File: src/rtl/ref_lock_pkg.sv
package ref_lock_pkg;
  localparam int IDX_W = 2;
  localparam logic [1:0] MODE_AUTO = 2'b11;

  function automatic logic [IDX_W-1:0] code_to_idx(input logic [1:0] code);
    logic [IDX_W-1:0] idx;
    case (code)
      2'b00:   idx = 2'd0;
      2'b01:   idx = 2'd1;
      default: idx = 2'd2;
    endcase
    return idx;
  endfunction
endpackage

File: src/rtl/ref_code_sync.sv
module ref_code_sync #(
  parameter int WIDTH  = 2,
  parameter int STAGES = 2
) (
  input  logic             clk,
  input  logic             rst,
  input  logic [WIDTH-1:0] async_i,
  output logic [WIDTH-1:0] sync_o
);
  logic [WIDTH-1:0] stage_q [STAGES];

  generate
    for (genvar s = 0; s < STAGES; s++) begin : g_stage
      if (s == 0) begin : g_first
        always_ff @(posedge clk) begin
          if (rst) stage_q[s] <= '0;
          else     stage_q[s] <= async_i;
        end
      end else begin : g_next
        always_ff @(posedge clk) begin
          if (rst) stage_q[s] <= '0;
          else     stage_q[s] <= stage_q[s-1];
        end
      end
    end
  endgenerate

  assign sync_o = stage_q[STAGES-1];
endmodule

File: src/rtl/ref_selector.sv
module ref_selector
  import ref_lock_pkg::*;
(
  input  logic             clk,
  input  logic             rst,
  input  logic [1:0]       mode_i,
  input  logic [1:0]       code_i,
  output logic [IDX_W-1:0] idx_o,
  output logic             pulse_o
);
  logic [IDX_W-1:0] want;
  logic             manual;

  always_comb begin
    want   = code_to_idx(code_i);
    manual = (mode_i != MODE_AUTO);
  end

  always_ff @(posedge clk) begin
    if (rst) begin
      idx_o   <= '0;
      pulse_o <= 1'b0;
    end else begin
      pulse_o <= 1'b0;
      if (manual && (want != idx_o)) begin
        idx_o   <= want;
        pulse_o <= 1'b1;
      end
    end
  end
endmodule

File: src/rtl/lock_qualifier.sv
module lock_qualifier #(
  parameter int LOCK_TICKS = 8
) (
  input  logic clk,
  input  logic rst,
  input  logic in_window_i,
  input  logic tick_i,
  output logic lock_o
);
  localparam int TW = $clog2(LOCK_TICKS + 1);
  localparam logic [TW-1:0] FULL = TW'(LOCK_TICKS);
  localparam logic [TW-1:0] LAST = TW'(LOCK_TICKS - 1);

  logic [TW-1:0] count_q;

  always_ff @(posedge clk) begin
    if (rst) begin
      count_q <= '0;
      lock_o  <= 1'b0;
    end else if (!in_window_i) begin
      count_q <= '0;
      lock_o  <= 1'b0;
    end else if (tick_i && (count_q != FULL)) begin
      count_q <= count_q + 1'b1;
      if (count_q == LAST) lock_o <= 1'b1;
    end
  end
endmodule

File: src/rtl/ref_lock_ctl.sv
module ref_lock_ctl
  import ref_lock_pkg::*;
#(
  parameter int LOCK_TICKS  = 8,
  parameter int SYNC_STAGES = 2
) (
  input  logic       clk,
  input  logic       rst,
  input  logic [1:0] mode_i,
  input  logic [1:0] sel_i,
  input  logic       in_window_i,
  input  logic       qual_tick_i,
  output logic [1:0] ref_idx_o,
  output logic       switch_pulse_o,
  output logic       lock_o
);
  logic [1:0] sel_sync;

  ref_code_sync #(.WIDTH(2), .STAGES(SYNC_STAGES)) u_sync (
    .clk(clk), .rst(rst), .async_i(sel_i), .sync_o(sel_sync)
  );

  ref_selector u_sel (
    .clk(clk), .rst(rst), .mode_i(mode_i), .code_i(sel_sync),
    .idx_o(ref_idx_o), .pulse_o(switch_pulse_o)
  );

  lock_qualifier #(.LOCK_TICKS(LOCK_TICKS)) u_lock (
    .clk(clk), .rst(rst), .in_window_i(in_window_i), .tick_i(qual_tick_i),
    .lock_o(lock_o)
  );
endmodule

File: config.mk
export PLATFORM = sky130hd
export DESIGN_NAME = ref_lock_ctl
export DESIGN_NICKNAME = d
export VERILOG_FILES = /design/src/rtl/ref_lock_pkg.sv /design/src/rtl/ref_code_sync.sv /design/src/rtl/ref_selector.sv /design/src/rtl/lock_qualifier.sv /design/src/rtl/ref_lock_ctl.sv
export SDC_FILE = /design/constraint.sdc
export NUM_CORES = 1
export LEC_CHECK = 0
export BUFFER_PORTS_ARGS = -buffer_cell sky130_fd_sc_hd__buf_2
export CAP_MARGIN = 10
export CORE_AREA = 2 2 39 41
export CTS_CLUSTER_SIZE = 12
export DETAILED_ROUTE_END_ITERATION = 8
export DIE_AREA = 0 0 41 43
export GPL_ROUTABILITY_DRIVEN = 1
export PLACE_DENSITY_LB_ADDON = 0.25
export SKIP_CTS_REPAIR_TIMING = 1
export SLEW_MARGIN = 20
export SYNTH_ARGS = -nofsm -noshare
export SYNTH_HDL_FRONTEND = slang
export SYNTH_SLANG_ARGS = --single-unit
File: constraint.sdc
create_clock -name clk -period 1.3 [get_ports clk]
set_input_delay 0.195 -clock clk [delete_from_list [all_inputs] [get_ports clk]]
set_output_delay 0.195 -clock clk [all_outputs]
set_load 0.02 [all_outputs]
* Yosys cells after proc, flatten, opt, wreduce, memory -nomap -nowiden
Memory sizes are Yosys's and may differ from the RTL's.
Index checks and enable logic that the tools add are counted.
** Storage, ports and cells
- Memory bits (writable) :: 4
- Memories :: 1
- Logic and storage cells :: 26
- Input bits :: 8
- Register bits after elaboration :: 8
- Output and inout bits :: 4
** Cells by class
- Reductions and logical operators :: 5
- Add/subtract/negate cells :: 1
- Bitwise operators :: 3
- Eq/ne operators :: 5
- Muxes and demuxes :: 7
** Memories
- u_sync.stage_q :: words 2, bits a word 2, read ports 2, clocked after Yosys merged registers in 0, write ports 2, line ref_code_sync.sv:10 : logic [WIDTH-1:0] stage_q [STAGES];
** Operators by type and width (number)
- $add A4 B1 Y4 const B :: 1
- $eq A4 B3 Y1 const B :: 1
- $mux W1 :: 4
- $mux W2 :: 2
- $ne A4 B4 Y1 const B :: 1
- $pmux W2 S2 :: 1
- $eq A2 B1 Y1 const B :: 1
- $logic_and A1 B1 Y1 :: 2
- $logic_not A2 Y1 :: 1
- $ne A2 B2 Y1 :: 1
- $ne A2 B2 Y1 const B :: 1
- $or A1 B1 Y1 :: 2
- $reduce_and A2 Y1 :: 1
- $reduce_or A2 Y1 :: 1
- $not A1 Y1 :: 1

* Logic depth before layout (Yosys ltp)
- Depth after elaboration :: 5
- Mapped depth :: 5
- Mapped depth without buffers :: 5

* By module
From an unflattened synthesis, not the netlist that was laid out.
** Second synthesis, totals
- Cell total of the unflattened synthesis :: 51
- Area, all modules :: 485.5 µm²
** Modules (own cells, without submodules)
- lock_qualifier :: sequential area each 100.1 µm², instances 1, cells an instance 28, area an instance 241.5 µm²
- ref_selector :: sequential area each 60.1 µm², instances 1, cells an instance 15, area an instance 138.9 µm²
- ref_code_sync :: sequential area each 80.1 µm², instances 1, cells an instance 8, area an instance 105.1 µm²

* Least setup slack after synthesis
OpenSTA, ideal clock, no wires.
- Path kind :: register -> register
- Start point :: register u_lock.count_q[0]
- End point :: register u_lock.count_q[0]
- Library setup time :: 0.070 ns
- Buffers on the path :: 0
- Required time :: 1.230 ns
- Arrival time :: 1.194 ns
- Cell stages (with the launch flop) :: 6
- Clock period less this slack :: 1.264 ns
- Setup slack :: 0.036 ns
- Cell sequence :: dfxtp_1 -> inv_1 -> ha_1 -> and3b_1 -> or3_1 -> a21oi_1
** On the way
- Word-level cells in the longest chain between the ends :: 2
- Elaborated cells between the ends (all ways) :: 3
- Classes of those cells :: add/sub (1); eq/ne (1); reduce/logical (1)
** RTL lines
- start, declared :: line lock_qualifier.sv:14 : logic [TW-1:0] count_q;
- start signal, assigned :: line lock_qualifier.sv:24 : count_q <= count_q + 1'b1;
- branches (longest 2 deep; another with $add A4 B1 Y4)
Several ways; the timed one is not identified.
A chain may end at the register's enable or synchronous reset.

* Final worst setup path
Ends and elaborated chain as after synthesis.

==> impl_summary.md <==
Floorplanning
12 I/O pins were placed. The area of the core region is 0.00138 mm^2. The die is 43 um tall. The die width is 41 um. In this run the core area contains 14 standard-cell rows. For this configuration, the core starts out at a cell density of 34.3%.

The die footprint is 0.00176 mm^2.

GRT
The initial antenna violation count is 0. The number of global-route vias before repair was 351. Summed over all layers, the global routing overflow is 0. The largest net degree at the start of global routing is 9. The first global-routing pass estimated 1.35 mm of wire. The overall global routing resource usage is 12.0%.

Timing
The final critical path takes up 96.0% of the cycle. The hold slack is 0.139 ns. Setup violations remaining at the end of the flow were counted as 0.

Based on the critical path, the design can be clocked at up to 0.801 GHz. The total count of hold-check failures in the final report is 0. The post-route clock skew is 0.000241 ns. The sum of negative setup slack is 0 ns. The max-slew headroom at the worst pin is 85.8%.

The slew at the pin with the worst max-slew slack is 0.213 ns. The number of pins with negative max-slew slack in the final report is 0. The shortest clock period the worst path allows after layout is 1.25 ns.

Synth
The share of the synthesized netlist area taken by xor and xnor gates is 1.85%. In this run the cell area of the synthesized design comes to 474 um^2. By area the synthesized netlist is led by sky130_fd_sc_hd__dfxtp_1 51%, sky130_fd_sc_hd__a21oi_1 5.3%, sky130_fd_sc_hd__ha_1 5.3%. The synthesized netlist contains 19 unique library cells. The fraction of the mapped netlist area in simple logic gates is 23.2%.

Counting every net in the synthesized netlist gives 61. For this run, the number of Yosys warnings is 0. After synthesis, the share of cell area in mux cells is 0%.

Sequential elements use 50.7% of the synthesized area. After synthesis the netlist holds a flip-flop and latch count of 12. The main combinational cell family by area after synthesis is simple AND/OR/NAND/NOR gates. The cell count after synthesis is 51. The largest area contributor in the netlist is sky130_fd_sc_hd__dfxtp_1.

The post-synthesis compound-gate area fraction is 15.8%. The share of synthesized area in the top cell type comes to 50.7%. Summing the areas of all fa, ha and maj instances in the mapped netlist gives 5.28% of the synthesized area.

A synthesized cell averages 9.30 um^2.

Power and ir drop
Per report_power, the combinational group accounts for 7.5% of the total. The fraction of power spent switching nets is 21.6%. Internal power comes to 575 uW. Sequential cells burn 52.3% of the power.

The overall power is 734 uW. The part of the power in the clock network is 40.2%. In this run the power spent charging and discharging nets is 159 uW. The leakage power total is 0.252 nW.

The total power divided by cell area is 1210 mW/mm^2. VDD sags by at most 0.527 mV.

Clocking
The clock drives 12 sinks. The master cell of the clock root buffer is sky130_fd_sc_hd__clkbuf_4. At the later pin of the worst-skew pair, clock insertion delay measures 0.27 ns. TritonCTS built the clock tree. In this run, CTS created clock tree buffers numbering 3. The CTS clock-pin slew for the worst setup and hold paths is 0.08 ns. CTS built an H-tree with a depth of 1.

The maximum clock insertion buffer count is 2.

Final layout
For this run, the share of the core covered by cells in the final layout is 43.9%. The area of combinational cells with multiple inputs is 223 um^2. The count of placed standard cells in the final layout, fillers left out is 84. The flip-flop and latch area is 243 um^2. The fill cell instance count of the final layout is 154. The total number of nets in the final design is 79. Relative to the synthesized area, the layout overhead comes to 28.0%. The antenna diode instance count is 0.

In the final layout, the share of cells above drive strength 1 is 30.9%.

Routing
The count of TritonRoute iterations in the first routing pass is 2. The remaining antenna violation count after routing is 0. The routed layout has 401 vias. In the final routed layout, each cell accounts on average for 10.3 um. The aggregate routed wire length is 865 um. After detailed routing, the number of vias per cell comes to 4.77. For this run, design rule violations remaining after detail routing come to 0. The number of violations reported at the end of detailed-routing iteration 0 is 5.

Placement
The HPWL after detailed placement is 616 um. The number of placed instances, taps included is 80. The total of buffers placed on input and output ports is 11. The routability congestion estimate is 0.698.

Setup path
The startpoint kind of the worst setup timing path is a flip-flop. In this design, the stage delay of the slowest critical-path cell is 0.33 ns. Walking the worst path, the cells encountered are inv_1 -> ha_2 -> and3b_2 -> or3_1 -> a21oi_1. Data arrives at the worst endpoint at 1.45 ns.

The required time of the critical path is 1.50 ns. The cell family contributing the most delay on the critical path is simple AND/OR/NAND/NOR gates. Along the worst path, the maximum fanout reaches 4. The worst setup path is captured at a flip-flop. Together, buffers and inverters on the worst path number 1. The slowest stage of the critical path is the sky130_fd_sc_hd__dfxtp_2 cell. The worst setup path is of the reg2reg kind.

Worst hold path
The path class of the tightest hold or removal check is in2reg.

Job
Max-cap violations in this run came to 0.

Status
The flow ran to the end, and the final reports show no timing, DRC or antenna violations.
[Yosys cell counts]
cell,instances
sky130_fd_sc_hd__a211o_1,2
sky130_fd_sc_hd__a21oi_1,5
sky130_fd_sc_hd__a221oi_1,1
sky130_fd_sc_hd__a41oi_1,1
sky130_fd_sc_hd__and3b_1,1
sky130_fd_sc_hd__dfxtp_1,12
sky130_fd_sc_hd__ha_1,2
sky130_fd_sc_hd__inv_1,4
sky130_fd_sc_hd__nand2_1,4
sky130_fd_sc_hd__nand2b_1,3
sky130_fd_sc_hd__nand3_1,2
sky130_fd_sc_hd__nand3b_1,1
sky130_fd_sc_hd__nand4_1,1
sky130_fd_sc_hd__nor2_1,2
sky130_fd_sc_hd__nor2b_1,4
sky130_fd_sc_hd__nor3_1,1
sky130_fd_sc_hd__o21ai_0,3
sky130_fd_sc_hd__or3_1,1
sky130_fd_sc_hd__xnor2_1,1
[metrics by stage]
| step | setup WS [ns] | cell area [um^2] |
|---|---|---|
| floorplan | 0.0360 | 474 |
| global placement | 0.0726 | 564 |
| detailed placement | 0.0409 | 564 |
| CTS | 0.0226 | 601 |
| global route | -0.00801 | 607 |
| finish | 0.0522 | 607 |
[worst paths after layout]
check | start | endpoint | slack, ns | cells past startpoint
max | u_lock.count_q[0] | u_lock.count_q[0] | 0.05 | 5
min | sel_i[1] | u_sync.stage_q[0][1] | 0.14 | 2
max reg2reg | u_lock.count_q[0] | u_lock.count_q[0] | 0.05 | 5
min reg2reg | u_sync.stage_q[0][0] | u_sync.stage_q[1][0] | 0.45 | 1
[placed cells by master (no fill, tap or decap)]
cell,instances
sky130_fd_sc_hd__ha_2,1
sky130_fd_sc_hd__ha_1,1
sky130_fd_sc_hd__a211o_1,2
sky130_fd_sc_hd__xnor2_1,1
sky130_fd_sc_hd__nand3_1,2
sky130_fd_sc_hd__nor2b_1,4
sky130_fd_sc_hd__and3b_2,1
sky130_fd_sc_hd__buf_4,2
sky130_fd_sc_hd__nand4_1,1
sky130_fd_sc_hd__nor2_1,2
sky130_fd_sc_hd__a21oi_1,5
sky130_fd_sc_hd__nand3b_1,1
sky130_fd_sc_hd__dfxtp_1,10
sky130_fd_sc_hd__nand2b_1,3
sky130_fd_sc_hd__nor3_1,1
sky130_fd_sc_hd__a41oi_1,1
sky130_fd_sc_hd__inv_1,4
sky130_fd_sc_hd__clkbuf_4,3
sky130_fd_sc_hd__or3_1,1
sky130_fd_sc_hd__buf_2,11
sky130_fd_sc_hd__a221oi_1,1
sky130_fd_sc_hd__dfxtp_2,2
sky130_fd_sc_hd__nand2_1,4
sky130_fd_sc_hd__o21ai_0,3
sky130_fd_sc_hd__clkbuf_8,1
[flip-flops by register name (all words and copies together), names as in the netlist]
register and cells:
u_lock.count_q 4, u_sync.stage_q 4, u_lock.lock_o 1, u_sel.idx_o 2, u_sel.pulse_o 1
[power by group through the flow]
stage / Sequential [mW] / Combinational, mW / Clock (mW)
floorplan: 0.397 / 0.0222 / 0
finish: 0.384 / 0.0549 / 0.295
detailed placement: 0.392 / 0.0546 / 0
global placement: 0.392 / 0.0535 / 0
CTS: 0.383 / 0.0544 / 0.304
global route: 0.385 / 0.0628 / 0.322
[final cells by class]
cell class,instances,area share [%]
flip-flops and latches,12,40.0
multi-input cells,35,36.7
inverters,4,2.47
repair buffers,13,11.5
clock buffers,4,5.98
well taps,16,3.30
[worst register-to-register path, stage by stage, from the launching register on]
cell,delay (ns)
sky130_fd_sc_hd__dfxtp_2,0.33
sky130_fd_sc_hd__inv_1,0.04
sky130_fd_sc_hd__ha_2,0.18
sky130_fd_sc_hd__and3b_2,0.22
sky130_fd_sc_hd__or3_1,0.31
sky130_fd_sc_hd__a21oi_1,0.12
[kinds of logic after synthesis]
kind of cell | Yosys count
compound gates | 12
xor+xnor | 1
fa+ha+maj | 2
buf+inv | 4
flops | 12
simple gates | 20
[metal layers]
metal / GRT usage (%) / share of wire, % / wire [um] / up-vias
li1: - / - / - / 214
met1: 14.2 / 48 / 416 / 178
met4: 8.00 / 0 / 0 / 0
met5: 0 / 0 / 0 / -
met3: 7.85 / 3.8 / 33 / 0
met2: 15.3 / 48 / 414 / 9
Note: power is estimated with default switching activity, not from simulation.
